[src/rtl/adcseq_pkg.sv]
package adcseq_pkg;

   localparam int BUS_W = 8;
   localparam int PS_W  = 3;

   // Field order of this struct is the bit layout of the control register, MSB first.
   typedef struct packed {
      logic            en;
      logic            start;
      logic            frun;
      logic            flag;
      logic            ie;
      logic [PS_W-1:0] ps;
   } ctrl_t;

   typedef enum logic [1:0] {
      A_CTRL = 2'd0,
      A_CHAN = 2'd1,
      A_DLO  = 2'd2,
      A_DHI  = 2'd3
   } addr_e;

endpackage

[src/rtl/adcseq_tick.sv]
module adcseq_tick #(
   parameter int ALT_POW2 = 4,
   parameter int ALT_ODD  = 3,
   parameter bit ALT_EN   = 1'b1
) (
   input  logic                       clk,
   input  logic                       rst_n,
   input  logic                       alt_variant,
   input  logic [adcseq_pkg::PS_W-1:0] ps,
   output logic                       tick
);
   localparam int MAXSH = (1 << adcseq_pkg::PS_W) - 1;
   localparam int ASH   = $clog2(ALT_POW2);
   localparam int PW    = MAXSH + ASH;
   localparam int SW    = $clog2(PW + 1);
   localparam logic [PW-1:0] ONE = PW'(1);

   // Global count modulo a power of two; the odd factor of the variant is tracked separately.
   logic [PW-1:0] pcnt;
   logic [SW-1:0] sh;
   logic [PW-1:0] mask;
   logic          alt_sel;
   logic          odd_ok;

   always_ff @(posedge clk or negedge rst_n) begin
      if (!rst_n) pcnt <= '0;
      else        pcnt <= pcnt + ONE;
   end

   always_comb begin
      sh = (ps <= adcseq_pkg::PS_W'(1)) ? SW'(1) : SW'(ps);
      if (alt_sel) sh = sh + SW'(ASH);
      mask = (ONE << sh) - ONE;
   end

   generate
      if ((ALT_POW2 < 1) || ((ALT_POW2 & (ALT_POW2 - 1)) != 0)) begin : g_bad_pow
         $error("ALT_POW2 must be a power of two");
      end
      if ((ALT_ODD < 1) || ((ALT_ODD % 2) == 0)) begin : g_bad_odd
         $error("ALT_ODD must be odd");
      end

      if (ALT_EN) begin : g_alt_sel
         assign alt_sel = alt_variant;
      end else begin : g_no_alt
         assign alt_sel = 1'b0;
      end

      if (ALT_EN && (ALT_ODD > 1)) begin : g_odd
         localparam int OW = $clog2(ALT_ODD);
         logic [OW-1:0] ocnt;
         always_ff @(posedge clk or negedge rst_n) begin
            if (!rst_n)                       ocnt <= '0;
            else if (ocnt == OW'(ALT_ODD - 1)) ocnt <= '0;
            else                              ocnt <= ocnt + OW'(1);
         end
         assign odd_ok = (ocnt == '0);
         AST_ODD_RANGE: assert property (@(posedge clk) disable iff (!rst_n) ocnt < OW'(ALT_ODD));
      end else begin : g_no_odd
         assign odd_ok = 1'b1;
      end
   endgenerate

   assign tick = ((pcnt & mask) == '0) && (!alt_sel || odd_ok);

endmodule

[src/rtl/adcseq_conv_cnt.sv]
module adcseq_conv_cnt #(
   parameter int CONV_TICKS = 13
) (
   input  logic clk,
   input  logic rst_n,
   input  logic tick,
   input  logic arm,
   input  logic abort,
   input  logic frun,
   output logic done
);
   localparam int CW = $clog2(CONV_TICKS + 1);

   generate
      if (CONV_TICKS < 1) begin : g_bad_ticks
         $error("CONV_TICKS must be at least 1");
      end
   endgenerate

   logic [CW-1:0] cnt;

   // A register write in the same cycle takes priority over a completing tick.
   assign done = tick && (cnt == CW'(1)) && !arm && !abort;

   always_ff @(posedge clk or negedge rst_n) begin
      if (!rst_n)                    cnt <= '0;
      else if (abort)                cnt <= '0;
      else if (arm)                  cnt <= CW'(CONV_TICKS);
      else if (tick && cnt != '0) begin
         if (cnt == CW'(1)) cnt <= frun ? CW'(CONV_TICKS) : '0;
         else               cnt <= cnt - CW'(1);
      end
   end

   AST_CNT_BOUND:  assert property (@(posedge clk) disable iff (!rst_n) cnt <= CW'(CONV_TICKS));
   AST_ARM_LOAD:   assert property (@(posedge clk) disable iff (!rst_n) arm |=> cnt == CW'(CONV_TICKS));
   AST_ABORT_STOP: assert property (@(posedge clk) disable iff (!rst_n) abort |=> cnt == '0);
   AST_FRUN_LOAD:  assert property (@(posedge clk) disable iff (!rst_n) done && frun |=> cnt == CW'(CONV_TICKS));
   AST_ONE_SHOT:   assert property (@(posedge clk) disable iff (!rst_n) done && !frun |=> cnt == '0);

endmodule

[src/rtl/adcseq_regs.sv]
module adcseq_regs
   import adcseq_pkg::*;
#(
   parameter int DATA_W = 10,
   parameter int CH_W   = 4
) (
   input  logic              clk,
   input  logic              rst_n,
   input  logic [1:0]        addr,
   input  logic              we,
   input  logic [BUS_W-1:0]  wdata,
   output logic [BUS_W-1:0]  rdata,
   input  logic              done,
   input  logic              ack,
   input  logic [DATA_W-1:0] sample_in,
   output ctrl_t             ctrl,
   output logic [CH_W-1:0]   chan,
   output logic              arm,
   output logic              abort
);
   localparam int HI_W = DATA_W - BUS_W;

   generate
      if ((DATA_W <= BUS_W) || (DATA_W > 2 * BUS_W)) begin : g_bad_data
         $error("DATA_W must span two bus bytes");
      end
      if ((CH_W < 1) || (CH_W > BUS_W)) begin : g_bad_ch
         $error("CH_W must fit in one bus byte");
      end
   endgenerate

   ctrl_t            wr_val;
   logic             wr_ctrl;
   logic [BUS_W-1:0] dlo;
   logic [HI_W-1:0]  dhi;

   assign wr_val  = ctrl_t'(wdata);
   assign wr_ctrl = we && (addr == A_CTRL);
   assign arm     = wr_ctrl && wr_val.en && wr_val.start;
   assign abort   = wr_ctrl && !wr_val.en;

   always_ff @(posedge clk or negedge rst_n) begin
      if (!rst_n) begin
         ctrl <= '0;
         chan <= '0;
         dlo  <= '0;
         dhi  <= '0;
      end else begin
         if (wr_ctrl) begin
            ctrl       <= wr_val;
            ctrl.flag  <= 1'b0;
            ctrl.start <= arm;
         end else if (ack) begin
            ctrl.flag  <= 1'b0;
         end
         if (done) begin
            ctrl.flag  <= 1'b1;
            ctrl.start <= 1'b0;
            dlo        <= sample_in[BUS_W-1:0];
            dhi        <= sample_in[DATA_W-1:BUS_W];
         end
         if (we && (addr == A_CHAN)) chan <= wdata[CH_W-1:0];
      end
   end

   always_comb begin
      case (addr)
         A_CTRL:  rdata = ctrl;
         A_CHAN:  rdata = BUS_W'(chan);
         A_DLO:   rdata = dlo;
         default: rdata = BUS_W'(dhi);
      endcase
   end

   AST_DONE_FLAG:  assert property (@(posedge clk) disable iff (!rst_n) done |=> ctrl.flag);
   AST_DONE_START: assert property (@(posedge clk) disable iff (!rst_n) done |=> !ctrl.start);
   AST_WR_FLAG:    assert property (@(posedge clk) disable iff (!rst_n) wr_ctrl && !done |=> !ctrl.flag);
   AST_ACK_CLEAR:  assert property (@(posedge clk) disable iff (!rst_n) ack && !done |=> !ctrl.flag);
   AST_DATA_HOLD:  assert property (@(posedge clk) disable iff (!rst_n) !done |=> $stable(dlo) && $stable(dhi));
   AST_ABORT_IDLE: assert property (@(posedge clk) disable iff (!rst_n) abort |=> !ctrl.start && !ctrl.en);

endmodule

[src/rtl/adc_seq_ctrl.sv]
module adc_seq_ctrl
   import adcseq_pkg::*;
#(
   parameter int DATA_W     = 10,
   parameter int CH_W       = 4,
   parameter int CONV_TICKS = 13,
   parameter int ALT_POW2   = 4,
   parameter int ALT_ODD    = 3,
   parameter bit ALT_EN     = 1'b1
) (
   input  logic              clk,
   input  logic              rst_n,
   input  logic              alt_variant,
   input  logic [1:0]        bus_addr,
   input  logic              bus_we,
   input  logic [BUS_W-1:0]  bus_wdata,
   output logic [BUS_W-1:0]  bus_rdata,
   output logic [CH_W-1:0]   sample_ch,
   input  logic [DATA_W-1:0] sample_in,
   output logic              irq,
   input  logic              irq_ack
);
   ctrl_t ctrl;
   logic  tick;
   logic  arm;
   logic  abort;
   logic  done;

   adcseq_tick #(
      .ALT_POW2 (ALT_POW2),
      .ALT_ODD  (ALT_ODD),
      .ALT_EN   (ALT_EN)
   ) u_tick (
      .clk         (clk),
      .rst_n       (rst_n),
      .alt_variant (alt_variant),
      .ps          (ctrl.ps),
      .tick        (tick)
   );

   adcseq_conv_cnt #(
      .CONV_TICKS (CONV_TICKS)
   ) u_cnt (
      .clk   (clk),
      .rst_n (rst_n),
      .tick  (tick),
      .arm   (arm),
      .abort (abort),
      .frun  (ctrl.frun),
      .done  (done)
   );

   adcseq_regs #(
      .DATA_W (DATA_W),
      .CH_W   (CH_W)
   ) u_regs (
      .clk       (clk),
      .rst_n     (rst_n),
      .addr      (bus_addr),
      .we        (bus_we),
      .wdata     (bus_wdata),
      .rdata     (bus_rdata),
      .done      (done),
      .ack       (irq_ack),
      .sample_in (sample_in),
      .ctrl      (ctrl),
      .chan      (sample_ch),
      .arm       (arm),
      .abort     (abort)
   );

   assign irq = ctrl.en && ctrl.ie && ctrl.flag;

   AST_IRQ_ACKED: assert property (@(posedge clk) disable iff (!rst_n) irq && irq_ack && !done |=> !irq);

endmodule

[config.mk]
export PLATFORM = sky130hd
export DESIGN_NAME = adc_seq_ctrl
export DESIGN_NICKNAME = d
export VERILOG_FILES = /design/src/rtl/adcseq_pkg.sv /design/src/rtl/adcseq_tick.sv /design/src/rtl/adcseq_conv_cnt.sv /design/src/rtl/adcseq_regs.sv /design/src/rtl/adc_seq_ctrl.sv
export SDC_FILE = /design/constraint.sdc
export NUM_CORES = 1
export LEC_CHECK = 0
export ABC_AREA = 1
export BUFFER_PORTS_ARGS = -buffer_cell sky130_fd_sc_hd__buf_2
export CAP_MARGIN = 20
export CORE_ASPECT_RATIO = 1.5
export CORE_MARGIN = 2
export CORE_UTILIZATION = 40
export CTS_CLUSTER_DIAMETER = 30
export DETAILED_ROUTE_END_ITERATION = 7
export GPL_TIMING_DRIVEN = 0
export PLACE_DENSITY_LB_ADDON = 0.3
export RECOVER_POWER = 25
export SLEW_MARGIN = 20
export SYNTH_ARGS = -nofsm -noshare
export SYNTH_HDL_FRONTEND = slang
export SYNTH_SLANG_ARGS = --single-unit
[constraint.sdc]
create_clock -name clk -period 3.3 [get_ports clk]
set_input_delay 0.495 -clock clk [delete_from_list [all_inputs] [get_ports clk]]
set_output_delay 0.495 -clock clk [all_outputs]
set_load 0.05 [all_outputs]
==> results of run 1 <==
==> flip-flops by register name, indices dropped and copies added (netlist names) <==
signal and count:
u_tick.g_odd.ocnt 2, u_cnt.cnt 4, u_regs.ctrl 8, u_regs.dlo 8
u_regs.chan 4, u_tick.pcnt 9, u_regs.dhi 2
==> worst max-delay path, cell delays in order, from the launching register on <==
cell,delay [ps]
dfrtp_1,370
buf_6,130
nor2_1,130
nand2_1,90
ha_1,290
inv_1,40
a21oi_1,130
nand3_1,80
nor2_1,90
nand2_1,100
nor2_4,160
nand4_4,120
buf_6,190
nand3_2,60
nand2_1,50
==> cells by family (layout without fill, tap and decap cells) <==
family,after synthesis,count (layout),synth area share (%)
flip-flops,37,37,44.3
XOR/XNOR,9,9,3.77
AND/OR/NAND/NOR,117,117,27.5
AO/OA/AOI/OAI,38,38,11.8
other,1,1,0.179
adder cells (fa/ha/maj),5,5,2.99
buffers and inverters,47,90,9.51
==> power by group <==
| part | internal, W | leakage (nW) | switching [W] |
|---|---|---|---|
| combinational | 0.000190 | 0.808 | 0.000348 |
| sequential | 0.000561 | 0.456 | 0.0000743 |
| clock | 0.000166 | 0.0443 | 0.000154 |
| total | 0.000917 | 1.31 | 0.000576 |
==> metal layers <==
metal	wire length (um)	global-route usage, %	vias to the layer above
met5	0	0	-
met4	123	8.52	0
met2	2440	30.7	32
li1	-	-	891
met3	101	2.55	10
met1	1670	16.9	819
==> final timing paths <==
kind                                 startpoint                    to  slack [ps]  depth (start not counted)
setup / recovery                 u_regs.ctrl[1]        u_regs.ctrl[6]        1160                         14
hold / removal                          irq_ack        u_regs.ctrl[4]         400                          2
setup reg to reg                 u_regs.ctrl[1]        u_regs.ctrl[6]        1160                         14
hold reg to reg            u_tick.g_odd.ocnt[0]  u_tick.g_odd.ocnt[0]         450                          1
max in group asynchronous                 rst_n        u_tick.pcnt[4]        1410                          1
min in group asynchronous                 rst_n        u_regs.chan[3]         750                          1
==> per-stage QoR <==
step / utilization [%] / hold slack (ps) / setup slack [ps] / power [W]
floorplan: - / 199 / 967 / 0.00106
global placement: 46.3 / 426 / 1050 / 0.00118
detailed placement: 46.3 / 437 / 1010 / 0.00119
CTS: 48.0 / 332 / 1130 / 0.00151
global route: 48.0 / 395 / 989 / 0.00160
finish: 48.0 / 401 / 1160 / 0.00149
==> final cells by class <==
| type | count | area (um^2) |
|---|---|---|
| multi-input cells | 170 | 963 |
| repair buffers | 36 | 179 |
| plain buffers | 4 | 37.5 |
| flip-flops and latches | 37 | 926 |
| inverters | 43 | 161 |
| clock buffers | 7 | 86.3 |
| fillers | 538 | 2650 |
| well taps | 68 | 85.1 |
==> cells in the final DEF, fill, tap and decap left out <==
master	n
a21oi_1	5
a22o_1	1
buf_2	35
buf_6	3
clkbuf_1	3
clkbuf_8	6
conb_1	1
dfrtp_1	37
ha_1	5
inv_1	39
inv_2	4
nand2_1	65
nand2_2	4
nand3_1	14
nand3_2	4
nand3_4	1
nand4_1	6
nand4_2	1
nand4_4	1
nor2_1	13
nor2_2	1
nor2_4	1
nor3_1	4
nor3_2	1
nor3b_1	1
o2111ai_1	2
o211ai_1	2
o21ai_0	17
o21ai_2	10
o31ai_1	1
xnor2_1	2
xor2_1	7
==> run_results.csv, run 1 <==
group,metric,value,unit
place,dpl_cell_area,0.00236,mm^2
pwr,p_per_area,612,mW/mm^2
place,place_inst,358,
timing,period_minus_slack,2140,ps
pwr,leakagePower,1.31,nW
clock_network,h-tree-depth,2,
logic_synthesis,synth_ff_type,"dfrtp_1",
logic_synthesis,synth_nets,284,
drt,routedWlPerCell,11.9,um
clock_network,clk_latency,290,ps
clock_network,clock-sinks,37,
setup_path,required,3480,ps
logic_synthesis,synth_edf_count,0,
place,port-buffer-count,36,
logic_synthesis,synthMostInstantiatedCell,"nand2_1",
layout,syn2layout_area_growth,16.6,%
floorplanning,core-area,0.00508,mm^2
setup_path,worstSetupEndpointType,"flip-flop",
timing,maxSlewViolCount,38,
clock_network,cts_setup_buffers,0,
logic_synthesis,synth.avg_cell_area,8.23,um^2
drt,drc,0,
layout,design_area,0.00244,mm^2
floorplanning,dieArea,0.00583,mm^2
logic_synthesis,yosysSeqAreaShare,44.3,%
clock_network,hold_buffers,0,
global_routing,antenna_found_initial,0,
status,run_status,"finished with violations",
drt,drt_wl_total,4340,um
timing,setup_viol,0,
timing,worstMarginPinSlew,1970,ps
global_routing,grt_pass1_wl,7530,um
timing,skew,1.89,ps
status,violations,"capacitance limit, slew limit",
logic_synthesis,netlist_instances,254,
global_routing,grt_use_total,16.3,%
pwr,peakVddDrop,0.386,mV
clock_network,clkTransAtPathRegs,70,ps
layout,antennaDiodeCount,0,
setup_path,start_kind,"flip-flop",
floorplanning,fp.dieH,92.5,um
logic_synthesis,netlist_area,0.00209,mm^2
logic_synthesis,yosysWarnings,0,
global_routing,grt_max_degree,38,
timing,final_hold_viol_count,0,
logic_synthesis,synthTopCellsByArea,"dfrtp_1, nand2_1, inv_1, o21ai_2, o21ai_0",
drt,ant_nets,0,
setup_path,crit_fanout,10,
drt,vias_per_cell,4.80,
floorplanning,io-pin-count,38,
timing,slew_headroom,-31.7,%
timing,fmax,466,MHz
floorplanning,initial_core_util,41.1,%
clock_network,cts_made_buffers,5,
floorplanning,rows,32,
logic_synthesis,synth_top_area_share,44.3,%
clock_network,cts_root_buf,"clkbuf_8",
global_routing,grt_pass1_vias,1738,
floorplanning,die_w,63.0,um
global_routing,grt_overflow,0,
timing,fin_tns_setup,0,ps
clock_network,post_cts_resized,0,
job,cap_viol_max_count,1,
drt,vias,1752,
hold_path,hp-class,"input port to flip-flop",
clock_network,clockBufferDepth,2,
layout,final_layout_size_suffix_gt1_share,24.2,%
logic_synthesis,yosys.area.top_type,"dfrtp_1",
layout,nets,327,
place,dpl.hpwl,3360,um
place,place.gp.congestion,0.856,
setup_path,crit_type,"flip-flop to flip-flop",
setup_path,cp.arrival,2320,ps
logic_synthesis,synth_cell_types,30,
drt,drt_iter0_drc,40,
timing,rsz0062_at_grt,"no",
timing,fin_crit_sh,65.0,%
logic_synthesis,synthArstFlopShare,100,%
drt,drtPass1Iterations,7,
logic_synthesis,synthTopCellsByCount,"nand2_1, inv_1, dfrtp_1, o21ai_0, nand3_1",
clock_network,cts_tree,"built",
layout,instances_no_fill,365,
logic_synthesis,synth-seq-cells,37,
Power figures use the tool's default switching activity.
==> run 2: changes to the inputs <==
clock period = 2.1 ns   (was 3.3 ns; I/O delays follow)
==> run 2 against run 1 <==
The run ends with setup timing left. Wire length grew 7.2%. Sequential share of layout area shrank 2.6 points. Core utilization grew 3.6 points. Flip-flop and latch count is the same. Non-clock buffer count grew 11. Clock power grew 56%. Via count grew 3.3%. Critical path depth shrank 1. Clock-buffer cell count is the same. Largest cell class unchanged.
==> run_results.csv, run 2 (synthesis results as in run 1) <==
group,metric,value,unit
global_routing,grt_overflow,0,
timing,setup_viol,10,
place,dpl.hpwl,3360,um
layout,syn2layout_area_growth,25.3,%
pwr,swShare,38.8,%
drt,drt_wl_total,4650,um
place,dpl_cell_area,0.00236,mm^2
timing,rsz0062_at_grt,"yes",
timing,final_hold_viol_count,0,
clock_network,h-tree-depth,2,
layout,final_layout_size_suffix_gt1_share,32.5,%
floorplanning,fp.dieH,92.5,um
floorplanning,io-pin-count,38,
clock_network,cts_tree,"built",
setup_path,start_kind,"flip-flop",
setup_path,crit_family,"simple AND/OR/NAND/NOR gates",
pwr,seqPwrFrac,41.8,%
drt,ant_nets,0,
setup_path,required,2280,ps
setup_path,worstSetupEndpointType,"flip-flop",
timing,slew_headroom,39.4,%
pwr,p_sw,0.000945,W
setup_path,crit_path_top_delay_cell,"dfrtp_1",
clock_network,clockBufferDepth,2,
global_routing,grt_max_degree,38,
pwr,combPwrFrac,37.8,%
drt,routedWlPerCell,12.4,um
clock_network,clk_latency,280,ps
pwr,total_power,0.00244,W
layout,nets,338,
timing,maxSlewViolCount,0,
layout,design_area,0.00262,mm^2
layout,antennaDiodeCount,0,
floorplanning,rows,32,
timing,period_minus_slack,2150,ps
drt,drt_iter0_drc,43,
timing,worstMarginPinSlew,910,ps
clock_network,clock-sinks,37,
layout,final_common_cell,"nand2_1",
place,post-place-ws,-43.2,ps
layout,fin_util,51.5,%
pwr,leakagePower,1.38,nW
setup_path,crit_type,"flip-flop to flip-flop",
floorplanning,dieArea,0.00583,mm^2
setup_path,crit_fanout,6,
pwr,internal-power,0.00149,W
layout,top_register,"u_tick.pcnt",
setup_path,slowest_delay,420,ps
setup_path,crit_buf_inv,2,
place,place.gp.congestion,0.856,
setup_path,crit_path_cell_trace,"nor2_4 > nand2_2 > ha_4 > inv_2 > a21oi_2 > nand3_1 > nor2_1 > nand2_1 > nor2_4 > nand4_4 > buf_6 > nand2_2 > o21ai_2",
status,violations,"setup timing",
clock_network,cts_made_buffers,5,
pwr,peakVddDrop,0.619,mV
clock_network,clkTransAtPathRegs,70,ps
global_routing,antenna_found_initial,0,
timing,fmax,466,MHz
drt,drc,0,
floorplanning,die_w,63.0,um
layout,mostFrequentLayoutCells,"nand2_1, inv_1, dfrtp_1, buf_2, o21ai_0",
status,run_status,"finished with violations",
pwr,p_clk_share,20.4,%
drt,vias_per_cell,4.81,
timing,setup_ws,-46.5,ps
global_routing,grt_pass1_vias,1832,
drt,vias,1809,
place,port-buffer-count,36,
layout,reg_top3,"u_tick.pcnt: 9 flops, u_regs.ctrl: 8 flops, u_regs.dlo: 8 flops",
hold_path,hp-class,"input port to asynchronous set/reset pin",
global_routing,grt_use_total,17.4,%
global_routing,grt_pass1_wl,8010,um
timing,skew,2.01,ps
job,cap_viol_max_count,0,
floorplanning,core-area,0.00508,mm^2
clock_network,hold_buffers,0,
drt,drtPass1Iterations,4,
timing,fin_crit_sh,102,%
layout,largest_reg_flops,9,
setup_path,cp.arrival,2330,ps
clock_network,cts_root_buf,"clkbuf_8",
floorplanning,initial_core_util,41.1,%
pwr,p_per_area,930,mW/mm^2
-- run 2: metrics by stage --
| step | std cells | hold slack [ps] | setup TNS [ps] |
|---|---|---|---|
| after CTS | 376 | 152 | -0.404 |
| after global placement | 358 | 426 | 0 |
| after detailed placement | 358 | 437 | -323 |
| after floorplan | 254 | 19.4 | 0 |
| final | 376 | 147 | -368 |
| after global routing | 376 | 215 | -2020 |
-- run 2: timing repair --
action / in CTS / in global routing
buffers inserted: 9 / 1
gates cloned: 2 / 0
setup endpoints to repair: 14 / 16
resized for setup: 17 / 7
pin swaps: 7 / 11
-- run 2: area by class of cell --
| type | count | area, um^2 |
|---|---|---|
| Clock buffer | 7 | 86.3 |
| Buffer | 3 | 30.0 |
| Timing Repair Buffer | 48 | 294 |
| Fill cell | 511 | 2460 |
| Multi-Input combinational cell | 170 | 1030 |
| Inverter | 43 | 164 |
| Sequential cell | 37 | 927 |
| Tap cell | 68 | 85.1 |
-- run 2: power groups by stage --
stage	logic, W	clock network (W)	registers, W
6_report	0.000922	0.000498	0.00102
5_1_grt	0.00103	0.000541	0.00104
4_1_cts	0.000916	0.000515	0.00101
3_5_place_dp	0.000852	0	0.00101
3_3_place_gp	0.000843	0	0.00101
2_1_floorplan	0.000641	0	0.00103
-- run 2: per-layer routing --
metal	GRT usage [%]	vias up	share of wire, %
met1	17.7	852	38
li1	-	915	-
met2	33.5	32	57
met4	8.70	0	2.8
met5	0	-	0
met3	2.67	10	2.0
-- run 2: worst paths after layout --
kind                            depth (start not counted)            startpoint  slack, ps                    to
worst min register to register                          1  u_tick.g_odd.ocnt[1]        450  u_tick.g_odd.ocnt[1]
worst min-delay path                                    1                 rst_n        150        u_regs.chan[3]
max in group asynchronous                               1                 rst_n       1320        u_regs.ctrl[2]
worst max register to register                         13        u_regs.ctrl[1]        -50         u_regs.dlo[4]
min in group clk                                        2               irq_ack        220        u_regs.ctrl[4]
worst max-delay path                                   13        u_regs.ctrl[1]        -50         u_regs.dlo[4]
==> run 3: changes to the inputs <==
MAX_ROUTING_LAYER = met4   (was unset)
==> run 3 against run 2 <==
The run still ends with setup timing left. Cell count unchanged. Final area unchanged. First-iteration DRC count decreased by 44%. Combinational power about the same. Setup slack got worse by 4.8 ps. Sequential power about the same. Sequential share of layout area unchanged. Clock-buffer cell count unchanged. Non-clock buffer count unchanged. Wire length increased by 0.34%.
==> run_results.csv, run 3 (synthesis results as in run 1) <==
group,metric,value,unit
status,run_status,"finished with violations",
status,violations,"setup timing",
setup_path,cp.arrival,2320,ps
setup_path,rr_worst_depth,13,
timing,final_hold_viol_count,0,
timing,period_minus_slack,2150,ps
job,cap_viol_max_count,0,
layout,antennaDiodeCount,0,
clock_network,clk_latency,280,ps
drt,ant_nets,0,
global_routing,antenna_found_initial,0,
layout,top_register,"u_tick.pcnt",
layout,mostFrequentLayoutCells,"nand2_1, inv_1, dfrtp_1, buf_2, o21ai_0",
clock_network,h-tree-depth,2,
setup_path,worstSetupEndpointType,"flip-flop",
global_routing,grt_max_degree,38,
place,dpl.hpwl,3360,um
setup_path,crit_fanout,6,
global_routing,grt_overflow,0,
timing,hold_slack,151,ps
setup_path,start_kind,"flip-flop",
drt,drt_iter0_drc,24,
floorplanning,fp.dieH,92.5,um
floorplanning,die_w,63.0,um
setup_path,rr_endpoint,"u_regs.ctrl[6]",
layout,syn2layout_area_growth,25.3,%
clock_network,clkTransAtPathRegs,70,ps
setup_path,crit_type,"flip-flop to flip-flop",
global_routing,grt_pass1_vias,1833,
timing,slew_headroom,38.8,%
timing,fmax,465,MHz
drt,vias_per_cell,4.82,
layout,final_common_cell,"nand2_1",
drt,drc,0,
layout,fillers,511,
layout,nets,338,
drt,drt_wl_total,4670,um
timing,maxSlewViolCount,0,
timing,skew,1.96,ps
clock_network,cts_tree,"built",
pwr,peakVddDrop,0.621,mV
clock_network,hold_buffers,0,
drt,vias,1812,
layout,final_layout_size_suffix_gt1_share,32.5,%
floorplanning,rows,32,
timing,worstMarginPinSlew,918,ps
drt,drtPass1Iterations,4,
setup_path,crit_path_top_delay_cell,"dfrtp_1",
timing,setup_viol,10,
place,dpl_cell_area,0.00236,mm^2
timing,fin_crit_sh,102,%
floorplanning,initial_core_util,41.1,%
layout,largest_reg_flops,9,
timing,fin_tns_setup,-403,ps
setup_path,reg2reg_from,"u_regs.ctrl[1]",
clock_network,clockBufferDepth,2,
global_routing,grt_use_total,17.9,%
global_routing,grt_pass1_wl,8000,um
hold_path,hp-class,"input port to asynchronous set/reset pin",
floorplanning,io-pin-count,38,
clock_network,cts_made_buffers,5,
setup_path,required,2270,ps
clock_network,clock-sinks,37,
layout,design_area,0.00262,mm^2
setup_path,r2r_setup_slack,-50,ps
floorplanning,dieArea,0.00583,mm^2
layout,reg_top3,"u_tick.pcnt: 9 flops, u_regs.ctrl: 8 flops, u_regs.dlo: 8 flops",
floorplanning,core-area,0.00508,mm^2
pwr,leakagePower,1.38,nW
layout,instances_no_fill,376,
timing,rsz0062_at_grt,"yes",
drt,routedWlPerCell,12.4,um
place,post-place-ws,-43.2,ps
place,place_inst,358,
setup_path,slowest_delay,420,ps
clock_network,cts_root_buf,"clkbuf_8",
place,port-buffer-count,36,
place,place.gp.congestion,0.870,
setup_path,crit_path_cell_trace,"nor2_4 > nand2_2 > ha_4 > inv_2 > a21oi_2 > nand3_1 > nor2_1 > nand2_1 > nor2_4 > nand4_4 > buf_8 > nand3_2 > nand2_1",
timing,setup_ws,-51.3,ps
pwr,p_per_area,931,mW/mm^2
[run 3: cell counts in the layout (fill, tap and decap cells not counted)]
No cell type changed its count.
[run 3: final cells by class]
type | instances | area [um^2] | area share [%]
flip-flops and latches | 37 | 927 | 35.4
multi-input cells | 170 | 1030 | 39.4
inverters | 43 | 164 | 6.26
plain buffers | 3 | 30.0 | 1.15
repair buffers | 48 | 294 | 11.2
well taps | 68 | 85.1 | 3.25
clock buffers | 7 | 86.3 | 3.30
[run 3: worst max-delay path, delay by kind of cell (launching register included)]
kind                     cells  cell delay, ps
buffers and inverters        2             230
adder cells (fa/ha/maj)      1             270
AO/OA/AOI/OAI                1             130
AND/OR/NAND/NOR              9             980
flip-flops                   1             420
[run 3: worst max path at each step]
stage | from | endpoint | slack [ps]
finish | u_regs.ctrl[1] | u_regs.ctrl[6] | -50
global route | u_regs.ctrl[1] | u_regs.ctrl[6] | -160
CTS | u_regs.ctrl[1] | u_regs.ctrl[6] | -0.4
detailed placement | u_regs.ctrl[1] | u_regs.ctrl[6] | -40
global placement | u_regs.ctrl[1] | u_regs.ctrl[6] | 4
floorplan | bus_addr[1] | bus_rdata[4] | 130
[run 3: where the power goes]
group | total (W) | leakage, nW | internal (W) | switching (W)
logic | 0.000922 | 0.879 | 0.000349 | 0.000573
registers | 0.00102 | 0.455 | 0.000883 | 0.000135
clock network | 0.000498 | 0.0443 | 0.000260 | 0.000237
[run 3: what timing repair did]
action                                  4_1_cts  5_1_grt
pin swaps                                     7       11
buffers inserted                              9        1
endpoints found under the setup margin       14       16
gates cloned                                  2        0
resized for setup                            17        7
[run 3: per-layer routing]
metal | vias up | global-route usage [%] | wire (um)
met5 | - | - | 0
met4 | 0 | 8.70 | 145
met3 | 12 | 2.67 | 95
met2 | 31 | 33.8 | 2630
met1 | 854 | 17.5 | 1790
li1 | 915 | - | -
[run 3: metrics by stage]
stage          util, %  power [W]
6_report          51.5    0.00244
5_1_grt           51.5    0.00261
4_1_cts           51.0    0.00244
3_5_place_dp      46.3    0.00187
3_3_place_gp      46.3    0.00185
2_1_floorplan        -    0.00167
